===== src/rtl/brx_pkg.sv =====
package brx_pkg;
  localparam int unsigned CYC_W = 3;

  typedef enum logic [1:0] {
    FLG_NEG = 2'b00,
    FLG_OVF = 2'b01,
    FLG_CRY = 2'b10,
    FLG_ZER = 2'b11
  } flag_sel_e;

  localparam logic [CYC_W-1:0] COST_SKIP = 3'd2;
  localparam logic [CYC_W-1:0] COST_NEAR = 3'd3;
  localparam logic [CYC_W-1:0] COST_FAR  = 3'd4;
endpackage


===== src/rtl/brx_cond.sv =====
module brx_cond
  import brx_pkg::*;
#(
  parameter int unsigned SEL_W = 3
) (
  input  logic [SEL_W-1:0] sel,
  input  logic             flag_n,
  input  logic             flag_v,
  input  logic             flag_z,
  input  logic             flag_c,
  output logic             take
);
  localparam int unsigned NUM_COND = 1 << SEL_W;
  localparam int unsigned NUM_FLAG = NUM_COND / 2;

  logic [NUM_FLAG-1:0] flag_vec;
  logic [NUM_COND-1:0] hit;

  always_comb begin
    flag_vec = '0;
    flag_vec[FLG_NEG] = flag_n;
    flag_vec[FLG_OVF] = flag_v;
    flag_vec[FLG_CRY] = flag_c;
    flag_vec[FLG_ZER] = flag_z;
  end

  // One match term per selector code: flag index is code/2, wanted value is code[0].
  for (genvar k = 0; k < NUM_COND; k++) begin : g_term
    localparam logic [SEL_W-1:0] CODE = SEL_W'(k);
    assign hit[k] = (sel == CODE) && (flag_vec[k/2] == CODE[0]);
  end

  assign take = |hit;
endmodule


===== src/rtl/brx_target.sv =====
module brx_target #(
  parameter int unsigned ADDR_W = 16,
  parameter int unsigned DISP_W = 8,
  parameter int unsigned PAGE_W = 8
) (
  input  logic [ADDR_W-1:0] base,
  input  logic [DISP_W-1:0] disp,
  output logic [ADDR_W-1:0] target,
  output logic              far
);
  localparam int unsigned EXT_W = ADDR_W - DISP_W;

  logic [ADDR_W-1:0] disp_ext;

  assign disp_ext = {{EXT_W{disp[DISP_W-1]}}, disp};
  assign target   = base + disp_ext;
  assign far      = target[ADDR_W-1:PAGE_W] != base[ADDR_W-1:PAGE_W];
endmodule


===== src/rtl/brx_cost.sv =====
module brx_cost
  import brx_pkg::*;
(
  input  logic             take,
  input  logic             far,
  output logic [CYC_W-1:0] cost
);
  always_comb begin
    if (!take)    cost = COST_SKIP;
    else if (far) cost = COST_FAR;
    else          cost = COST_NEAR;
  end
endmodule


===== src/rtl/branch_eval_unit.sv =====
module branch_eval_unit
  import brx_pkg::*;
#(
  parameter int unsigned ADDR_W = 16,
  parameter int unsigned DISP_W = 8,
  parameter int unsigned PAGE_W = 8,
  parameter int unsigned SEL_W  = 3
) (
  input  logic              clk,
  input  logic              rst,
  input  logic              in_valid,
  input  logic [SEL_W-1:0]  cond_sel,
  input  logic              flag_n,
  input  logic              flag_v,
  input  logic              flag_z,
  input  logic              flag_c,
  input  logic [ADDR_W-1:0] base_pc,
  input  logic [DISP_W-1:0] disp,
  output logic              out_valid,
  output logic              taken,
  output logic [ADDR_W-1:0] target_pc,
  output logic [CYC_W-1:0]  cycles
);
  logic              take_c;
  logic              far_c;
  logic [ADDR_W-1:0] sum_c;
  logic [CYC_W-1:0]  cost_c;

  brx_cond #(.SEL_W(SEL_W)) cond_i (
    .sel    (cond_sel),
    .flag_n (flag_n),
    .flag_v (flag_v),
    .flag_z (flag_z),
    .flag_c (flag_c),
    .take   (take_c)
  );

  brx_target #(.ADDR_W(ADDR_W), .DISP_W(DISP_W), .PAGE_W(PAGE_W)) tgt_i (
    .base   (base_pc),
    .disp   (disp),
    .target (sum_c),
    .far    (far_c)
  );

  brx_cost cost_i (
    .take (take_c),
    .far  (far_c),
    .cost (cost_c)
  );

  always_ff @(posedge clk) begin
    if (rst) begin
      out_valid <= 1'b0;
      taken     <= 1'b0;
      target_pc <= '0;
      cycles    <= '0;
    end else begin
      out_valid <= in_valid;
      if (in_valid) begin
        taken     <= take_c;
        target_pc <= take_c ? sum_c : base_pc;
        cycles    <= cost_c;
      end
    end
  end
endmodule


===== config.mk =====
export PLATFORM = sky130hd
export DESIGN_NAME = branch_eval_unit
export DESIGN_NICKNAME = d
export VERILOG_FILES = /design/src/rtl/brx_pkg.sv /design/src/rtl/brx_cond.sv /design/src/rtl/brx_target.sv /design/src/rtl/brx_cost.sv /design/src/rtl/branch_eval_unit.sv
export SDC_FILE = /design/constraint.sdc
export NUM_CORES = 1
export LEC_CHECK = 0
export ABC_AREA = 1
export BUFFER_PORTS_ARGS = -buffer_cell sky130_fd_sc_hd__buf_4
export CAP_MARGIN = 5
export CORE_UTILIZATION = 55
export CTS_CLUSTER_DIAMETER = 50
export DETAILED_ROUTE_END_ITERATION = 12
export GPL_TIMING_DRIVEN = 0
export HOLD_SLACK_MARGIN = 0.1
export PLACE_DENSITY_LB_ADDON = 0.2
export SYNTH_ARGS = -nofsm -noshare
export SYNTH_HDL_FRONTEND = slang
export SYNTH_HIERARCHICAL = 1
export SYNTH_SLANG_ARGS = --single-unit

===== constraint.sdc =====
create_clock -name clk -period 2.6 [get_ports clk]
set_input_delay 0.13 -clock clk [delete_from_list [all_inputs] [get_ports clk]]
set_output_delay 0.13 -clock clk [all_outputs]
set_load 0.05 [all_outputs]

* After elaboration in Yosys (flattened, before gate mapping)
Index checks and enable logic that the tools add are counted.
** Cells by class
- $add $sub $neg :: 1
- Equal/unequal tests :: 8
- Muxes and demuxes :: 3
- Bitwise logic cells :: 4
- Reduce and logical (&&, ||, !) cells :: 10
** Operators with widths (number)
- $add A16 B16 Y16 :: 1
- $mux W16 :: 1
- $eq A3 B3 Y1 const B :: 4
- $logic_and A1 B1 Y1 :: 8
- $ne A8 B8 Y1 :: 1
- $reduce_or A8 Y1 :: 1
- $eq A3 B2 Y1 const B :: 2
- $mux W3 :: 2
- $not A1 Y1 :: 4
- $eq A3 B1 Y1 const B :: 1
- $logic_not A3 Y1 :: 1
** Storage, ports and cells
- Register bits :: 21
- Output and inout port bits :: 21

* Logic depth before layout (Yosys ltp)
Gate-level depths: netlist of the first run.
- Depth after elaboration :: 4
- Depth in mapped cells :: 20

* Modules after synthesis
Netlist of the first run, hierarchy kept.
** By module, submodules not included
- brx_target :: instances 1, cells an instance 233, area an instance 1136.1 um^2
- branch_eval_unit :: instances 1, cells an instance 158, area an instance 1056.0 um^2
- brx_cond :: instances 1, cells an instance 17, area an instance 72.6 um^2
- brx_cost :: instances 1, cells an instance 4, area an instance 15.0 um^2

* Worst setup path after synthesis of the first run
Ideal clock, no wire load.
- Kind :: input-to-reg
- Start point :: input port disp[0]
- End point :: register cycles[2]
- Data arrival time :: 1769 ps
- Path slack :: 715 ps
- Cell stages on the path :: 18
- Path buffers :: 0
- Path through :: ha_1 > fa_1 > nand2_2 > nand2_1 > nand3_1 > nand2_1 > nand2_1 > nand2_1 > nand2_1 > nand2_1 > nand2_1 > nand3_1 > nor2_1 > nand2_1 > nand2_1 > inv_1 > nor2_1 > nor2_1
** On the way
- Longest elaborated chain between the ends :: 4
** RTL lines
- start, declared :: line branch_eval_unit.sv:18 : input logic [DISP_W-1:0] disp,
- $add A16 B16 Y16 :: line brx_target.sv:16 : assign target = base + disp_ext;
- named net sum_c[14] :: line branch_eval_unit.sv:26 : logic [ADDR_W-1:0] sum_c;
- $ne A8 B8 Y1 :: line brx_target.sv:17 : assign far = target[ADDR_W-1:PAGE_W] != base[ADDR_W-1:PAGE_W];
- named net far_c :: line branch_eval_unit.sv:25 : logic far_c;
- $mux W3 :: line brx_cost.sv:10 : else if (far) cost = COST_FAR;
- $mux W3 :: line brx_cost.sv:9 : if (!take) cost = COST_SKIP;
- named net cost_c[2] :: line branch_eval_unit.sv:27 : logic [CYC_W-1:0] cost_c;
- end signal, assigned :: line branch_eval_unit.sv:62 : cycles <= cost_c;
- end, declared :: line branch_eval_unit.sv:22 : output logic [CYC_W-1:0] cycles
The timed path passes the listed nets, and every way through them passes these cells.
A chain may end at the register's enable or synchronous reset.

* Worst setup path after layout of the first run
- Start point :: input port disp[0]
- End point :: register cycles[2]
** On the way
- Longest elaborated chain between the ends :: 4
** RTL lines (line)
- $add A16 B16 Y16 :: brx_target.sv:16
- $ne A8 B8 Y1 :: brx_target.sv:17
- named net far_c :: branch_eval_unit.sv:25
- $mux W3 :: brx_cost.sv:10
- $mux W3 :: brx_cost.sv:9
- named net cost_c[2] :: branch_eval_unit.sv:27
The timed path passes the listed nets, and every way through them passes these cells.

==> results of run 1 <==
-- metrics by stage --
step           power (uW)  cells  hold WS, ns
2_1_floorplan         814    412        0.202
3_3_place_gp          967    515        0.298
3_5_place_dp          981    515        0.300
4_1_cts              1200    520        0.185
5_1_grt              1280    520        0.203
6_report             1190    520        0.197
-- worst max path at each step --
stage / endpoint / cells past startpoint
after floorplan: cycles[2]$_SDFFE_PP0P_ / 18
after global placement: cycles[2]$_SDFFE_PP0P_ / 19
after detailed placement: cycles[2]$_SDFFE_PP0P_ / 19
after CTS: cycles[2]$_SDFFE_PP0P_ / 19
after global routing: cycles[2]$_SDFFE_PP0P_ / 19
final: cycles[2]$_SDFFE_PP0P_ / 19
-- registers in the layout (all words and copies together) (netlist names) --
register and count:
target_pc 16, taken 1, cycles 3, out_valid 1
-- worst min-delay path, delay by kind of cell --
family	cells	cell delay, ns
buffers and inverters	1	0.11
AOI/OAI and AO/OA	1	0.09
and+or+nand+nor	1	0.09
-- cells by family (layout without fill, tap and decap cells) --
kind of cell / after synthesis / in the layout
AOI/OAI and AO/OA: 28 / 28
xor gates and xnor gates: 7 / 7
adders and majority gates: 16 / 16
buffers and inverters: 88 / 146
DFF: 21 / 21
and+or+nand+nor: 252 / 252
-- placed cells by master, fill, tap and decap left out --
| master | instances |
|---|---|
| a21oi_1 | 7 |
| a21oi_2 | 1 |
| and2_1 | 1 |
| and2_2 | 1 |
| and3_1 | 1 |
| buf_12 | 1 |
| buf_2 | 2 |
| buf_4 | 54 |
| buf_6 | 5 |
| buf_8 | 1 |
| clkbuf_1 | 1 |
| clkbuf_8 | 3 |
| clkinv_1 | 2 |
| dfxtp_1 | 21 |
| dlygate4sd3_1 | 1 |
| fa_1 | 1 |
| ha_1 | 15 |
| inv_1 | 76 |
| nand2_1 | 135 |
| nand2_2 | 5 |
| nand3_1 | 32 |
| nand3_2 | 1 |
| nand3b_1 | 1 |
| nand4_1 | 3 |
| nor2_1 | 64 |
| nor2_2 | 7 |
| o21ai_0 | 16 |
| o21ai_1 | 4 |
| or2_1 | 1 |
| xnor2_1 | 1 |
| xor2_1 | 6 |
-- what timing repair did --
| action | 4_1_cts | 5_1_grt |
|---|---|---|
| hold buffers | 1 | 0 |
| setup buffers | 0 | 0 |
| endpoints found under the hold margin | 1 | 0 |
-- layer usage --
layer	share of wire, %	track usage (%)
met1	46	31.8
met2	48	47.7
met3	4.5	4.31
met4	0.82	3.46
met5	0	0
-- final cells by class --
| type | count | area share, % |
|---|---|---|
| Inverter | 78 | 10.5 |
| Timing Repair Buffer | 54 | 14.6 |
| Buffer | 10 | 3.89 |
| Sequential cell | 21 | 15.0 |
| Clock buffer | 4 | 1.61 |
| Multi-Input combinational cell | 303 | 52.1 |
| Tap cell | 50 | 2.24 |
-- power breakdown --
group / leakage [uW] / internal (uW) / switching, uW / total [uW]
clock network: 0.0000228 / 109 / 102 / 211
logic: 0.00153 / 229 / 385 / 614
registers: 0.000174 / 349 / 13.1 / 362
total: 0.00172 / 687 / 500 / 1190
==> metrics.yaml, run 1 <==
placed_design:
  portBuffers: 53
  post-place-ws_ns: 0.302
  gp_congestion: 0.843
  place_area_sq_um: 2740
  hpwl_mm: 4.57
sta:
  max_freq_mhz: 489
  clock_skew_ns: 0
  layout_min_cycle_time_ns: 2.05
  timing_worst_slew_pin_value_ns: 0.286
  fin_tns_setup_ns: 0
  slew_headroom_pct: 80.9
  finalMaxSlewViolations: 0
  post-route-period-util_pct: 78.7
  rsz0062_at_grt: "no"
  fin_ws_ns: 0.553
  final_hold_viol_count: 0
  setup_viol: 0
layout:
  fin_util_pct: 69.9
  drive_gt1_share_pct: 17.2
  regArea_sq_um: 420
  layout.nets: 521
  multi_input_area_sq_um: 1460
  area_delta_synth_final_pct: 22.6
  stdcell_area_sq_um: 2800
  fillers: 385
  diodes: 0
logic_synthesis:
  ys_seq_area_share_pct: 18.4
  synth_top_family_by_area: "simple AND/OR/NAND/NOR gates"
  synthMuxAreaShare_pct: 0
  ys_warn_count: 6
  synthFlopType: "dfxtp_1"
  ys_async_sr_fraction_pct: 0
  ys_seq_elements: 21
  ys_types: 28
  synth.area.top_cells: "nand2_1 22%, dfxtp_1 18%, inv_1 13%"
  synth_area_sq_um: 2280
  synthSimpleGateAreaFrac_pct: 45.8
  avgSynthCellArea_sq_um: 5.53
  synth_most_common_cell: "nand2_1"
  post_synth_fa_ha_maj_area_fraction_pct: 9.11
  synthTopCellsByCount: "135 x nand2_1, 76 x inv_1, 64 x nor2_1"
  synth_top_area_share_pct: 22.2
  syn-num-nets: 462
  synth_edf_count: 0
  synth_compound_area_share_pct: 6.31
  synthXorXnorAreaFrac_pct: 2.69
  syn_inst: 412
  yosys.area.top_type: "nand2_1"
drt:
  post-route-drc-count: 0
  viasPerCell: 4.86
  route.antenna.remaining_nets: 0
  vias: 2527
  wirelength_mm: 5.38
  wire_per_inst_um: 10.4
  drt-initial-drc-count: 125
  firstDrtPassIters: 4
floorplanning:
  start_util_pct: 57.0
  die_area_sq_um: 4410
  io_pins: 55
  rows: 23
  die_x_um: 66.4
  die_h_um: 66.4
  coreArea_sq_um: 4000
min_path:
  min_path_cells: 3
  hold_path_class: "input pin to flop"
  hold-path-endpoint: "target_pc[0]$_SDFFE_PP0P_"
  min_from: "in_valid"
setup_path:
  cp-startpoint: "disp[0]"
  cp-end-kind: "flop"
  arrival_ns: 2.20
  reg2reg_to: "target_pc[4]$_SDFFE_PP0P_"
  reg2reg_depth: 2
  worst-path-buf-inv: 3
  start_kind: "input pin"
  critPathKind: "input pin to flop"
  crit_top_cell: "nand2_1"
  path_cells: "buf_4 -> ha_1 -> fa_1 -> nand2_2 -> nand2_1 -> nand3_1 -> nand2_1 -> nand2_1 -> nand3_1 -> nand3_1 -> nand2_1 -> inv_1 -> nand2_1 -> nor2_1 -> nand2_1 -> nand2_1 -> inv_1 -> nor2_1 -> nor2_1"
  reg2reg_from: "target_pc[4]$_SDFFE_PP0P_"
  cp.required_ns: 2.76
  rrSetupSlack_ns: 1.94
  crit_slowest_cell: "fa_1"
  slowest_delay_ns: 0.43
  cpLargestDelayFamily: "simple AND/OR/NAND/NOR gates"
  path_max_fanout: 3
power_and_ir_drop:
  p_leak_uw: 0.00172
  ir_drop_v: 0.000302
  p_per_area_nw_per_um2: 425
global_route:
  grt_first_pass_wirelength_mm: 8.89
  antenna_found_initial: 0
  gr-total-overflow: 0
  grt_util_all_layers_pct: 25.9
  first_global_vias: 2195
  grt_max_degree: 12
status:
  status: "complete, no violations"
clock_network:
  insertion_delay_ns: 0.26
  clkSlewWorstSetupHoldPaths_ns: 0.07
  cts_sinks: 21
  cts.path.max_buffers: 2
  htree_levels: 1
  cts_buffers: 3
  clockRootBuffer: "clkbuf_8"
  tritoncts: "built"
  post_cts_resized: 0
flow_run:
  drv_cap: 0
No activity file was read; power rests on OpenSTA's default activity.
==> inputs of run 2 (changes only) <==
--- a/config.mk
+++ b/config.mk
@@ -5,10 +5,10 @@
 export SDC_FILE = /design/constraint.sdc
 export NUM_CORES = 1
 export LEC_CHECK = 0
-export ABC_AREA = 1
+export ABC_AREA = 0
 export BUFFER_PORTS_ARGS = -buffer_cell sky130_fd_sc_hd__buf_4
 export CAP_MARGIN = 5
-export CORE_UTILIZATION = 55
+export CORE_UTILIZATION = 48
 export CTS_CLUSTER_DIAMETER = 50
 export DETAILED_ROUTE_END_ITERATION = 12
 export GPL_TIMING_DRIVEN = 0
==> constraint.sdc (replaced) <==
create_clock -name clk -period 1.8 [get_ports clk]
set_input_delay 0.09 -clock clk [delete_from_list [all_inputs] [get_ports clk]]
set_output_delay 0.09 -clock clk [all_outputs]
set_load 0.05 [all_outputs]
==> metrics.yaml, run 2 <==
status:
  status: "finished with violations"  # was complete, no violations
  violations: "setup timing"
setup_path:
  arrival_ns: 2.54  # was 2.20 ns
  critPathKind: "input pin to flop"  # unchanged
  cp.required_ns: 1.93  # was 2.76 ns
  rrSetupSlack_ns: 1.06  # was 1.94 ns
  cp-startpoint: "base_pc[1]"  # was disp[0]
  path_max_fanout: 5  # was 3
  reg2reg_from: "target_pc[1]$_SDFFE_PP0P_"  # was target_pc[4]$_SDFFE_PP0P_
  reg2reg_depth: 2  # unchanged
  start_kind: "input pin"  # unchanged
  cp-end-kind: "flop"  # unchanged
logic_synthesis:
  yosys.area.top_type: "dfxtp_1"  # was nand2_1
  synth_top_area_share_pct: 21.5  # was 22.2%
  synth_area_sq_um: 1960  # was 2280 sq um
  ys_warn_count: 6  # unchanged
  ys_seq_elements: 21  # unchanged
  synthFlopType: "dfxtp_1"  # unchanged
  ys_async_sr_fraction_pct: 0  # unchanged
  synth_edf_count: 0  # unchanged
  avgSynthCellArea_sq_um: 8.43  # was 5.53 sq um
  ys_types: 61  # was 28
  synth_most_common_cell: "nor2_1"  # was nand2_1
  synthTopCellsByCount: "27 x nor2_1, 21 x a211oi_1, 21 x dfxtp_1, 21 x mux2i_1"  # was 135 x nand2_1, 76 x inv_1, 64 x nor2_1
  synth.area.top_cells: "dfxtp_1 21%, mux2i_1 11%, ha_1 9.6%"  # was nand2_1 22%, dfxtp_1 18%, inv_1 13%
  syn_inst: 232  # was 412
  ys_seq_area_share_pct: 21.5  # was 18.4%
  syn-num-nets: 282  # was 462
global_route:
  grt_first_pass_wirelength_mm: 8.74  # was 8.89 mm
  gr-total-overflow: 0  # unchanged
  grt_max_degree: 12  # unchanged
  grt_util_all_layers_pct: 25.7  # was 25.9%
  first_global_vias: 1881  # was 2195
  antenna_found_initial: 0  # unchanged
sta:
  setup_viol: 8  # was 0
  finalMaxSlewViolations: 0  # unchanged
  final_hold_viol_count: 0  # unchanged
  rsz0062_at_grt: "yes"  # was no
  fin_tns_setup_ns: -2.69  # was 0 ns
  layout_min_cycle_time_ns: 2.41
  max_freq_mhz: 416
  slew_headroom_pct: 67.0  # was 80.9%
  fin_ws_ns: -0.605  # was 0.553 ns
  clock_skew_ns: 0  # unchanged
  timing_worst_slew_pin_value_ns: 0.490  # was 0.286 ns
  post-route-period-util_pct: 134
drt:
  vias: 2061  # was 2527
  viasPerCell: 5.92  # was 4.86
  route.antenna.remaining_nets: 0  # unchanged
  wire_per_inst_um: 16.0  # was 10.4 um
  drt-initial-drc-count: 94  # was 125
  post-route-drc-count: 0  # unchanged
  wirelength_mm: 5.58  # was 5.38 mm
  firstDrtPassIters: 4  # unchanged
layout:
  max_flop_register: "target_pc"  # unchanged
  drive_gt1_share_pct: 42.0  # was 17.2%
  fin_cells: 348  # was 520
  reg_top3: "target_pc (16), cycles (3)"  # unchanged
  mostFrequentLayoutCells: "59 x buf_4, 27 x nor2_1, 21 x dfxtp_1, 20 x mux2i_1, 18 x a211oi_1"  # was 135 x nand2_1, 76 x inv_1, 64 x nor2_1, 54 x buf_4, 32 x nand3_1
  diodes: 0  # unchanged
  layout_commonest_cell: "buf_4"  # was nand2_1
  area_delta_synth_final_pct: 46.5  # was 22.6%
  largest_register_ffs: 16  # unchanged
  layout.nets: 351  # was 521
power_and_ir_drop:
  p_leak_uw: 0.00126  # was 0.00172 uW
  p_per_area_nw_per_um2: 686  # was 425 nW/um^2
  ir_drop_v: 0.000279  # was 0.000302 V
floorplanning:
  die_h_um: 65.8  # was 66.4 um
  coreArea_sq_um: 3770  # was 4000 sq um
  die_area_sq_um: 4330  # was 4410 sq um
  io_pins: 55  # unchanged
  start_util_pct: 51.9  # was 57.0%
  rows: 22  # was 23
  die_x_um: 65.8  # was 66.4 um
clock_network:
  insertion_delay_ns: 0.25  # was 0.26 ns
  clockRootBuffer: "clkbuf_8"  # unchanged
  htree_levels: 1  # unchanged
  cts.path.max_buffers: 2  # unchanged
  tritoncts: "built"  # unchanged
  cts_sinks: 21  # unchanged
  clkSlewWorstSetupHoldPaths_ns: 0.07  # about the same
  cts_buffers: 3  # unchanged
min_path:
  min_from: "base_pc[0]"  # was in_valid
  min_path_cells: 3  # unchanged
  hold_path_class: "input pin to flop"  # unchanged
flow_run:
  drv_cap: 0  # unchanged
placed_design:
  gp_congestion: 0.895  # was 0.843
  portBuffers: 53  # unchanged
  hpwl_mm: 3.76  # was 4.57 mm
  dpl.cell_count: 333  # was 515
run 2: what timing repair did:
action	in CTS	in global routing
pin swaps	16	14
hold buffers	1	0
endpoints found under the setup margin	9	12
buffers inserted	7	6
hold endpoints to repair	1	0
resized for setup	30	20
run 2: logic make-up (layout without fill, tap and decap cells):
| logic type | Yosys count | in the layout | share of synthesized area, % |
|---|---|---|---|
| flip-flops | 21 | 21 | 21.5 |
| buffers and inverters | 18 | 86 | 5.31 |
| AND/OR/NAND/NOR | 70 | 70 | 17.9 |
| AO/OA/AOI/OAI | 68 | 68 | 25.0 |
| multiplexers | 23 | 23 | 12.5 |
| XOR/XNOR | 16 | 16 | 7.17 |
| adder cells (fa/ha/maj) | 16 | 16 | 10.6 |
run 2: final timing paths:
kind,endpoint
worst max-delay path,cycles[2]$_SDFFE_PP0P_
worst max register to register,target_pc[1]$_SDFFE_PP0P_
worst min-delay path,target_pc[0]$_SDFFE_PP0P_
worst min register to register,target_pc[14]$_SDFFE_PP0P_
run 2: final cells by class:
cell class / instances / area [sq um]
multi-input cells: 193 / 1710
fillers: 275 / 906
plain buffers: 11 / 82.6
repair buffers: 66 / 524
well taps: 48 / 60.1
clock buffers: 4 / 45.0
flip-flops and latches: 21 / 420
inverters: 5 / 18.8
run 2: worst max-delay path, stage by stage:
cell,delay [ns]
buf_4,0.13
ha_4,0.21
a211o_1,0.35
a211oi_4,0.31
nor2_1,0.11
a31o_4,0.28
a221o_1,0.36
nor4_2,0.17
nand4_1,0.18
and2_4,0.18
mux2i_1,0.13
nor2_1,0.05
run 2: layer usage:
layer	global-route usage, %	wire length (um)	vias up
met5	0	0	-
met4	8.42	102	0
met3	2.24	269	13
met2	44.1	2790	76
met1	33.5	2420	970
li1	-	-	1002
run 2: stage by stage:
step	worst slack (ns)	power [uW]	cell area [sq um]	hold slack [ns]	util, %
CTS	-0.584	1860	2720	0.176	72.0
detailed placement	-1.12	1470	2480	0.269	65.7
global placement	-1.09	1450	2480	0.265	65.7
floorplan	-0.673	1220	2020	0.162	-
global route	-0.698	2070	2870	0.185	76.0
finish	-0.605	1970	2870	0.170	76.0
run 2: where the power goes:
| part | switching [uW] | total (uW) | internal, uW |
|---|---|---|---|
| registers | 24.4 | 533 | 508 |
| clock network | 138 | 296 | 157 |
| logic | 634 | 1140 | 504 |
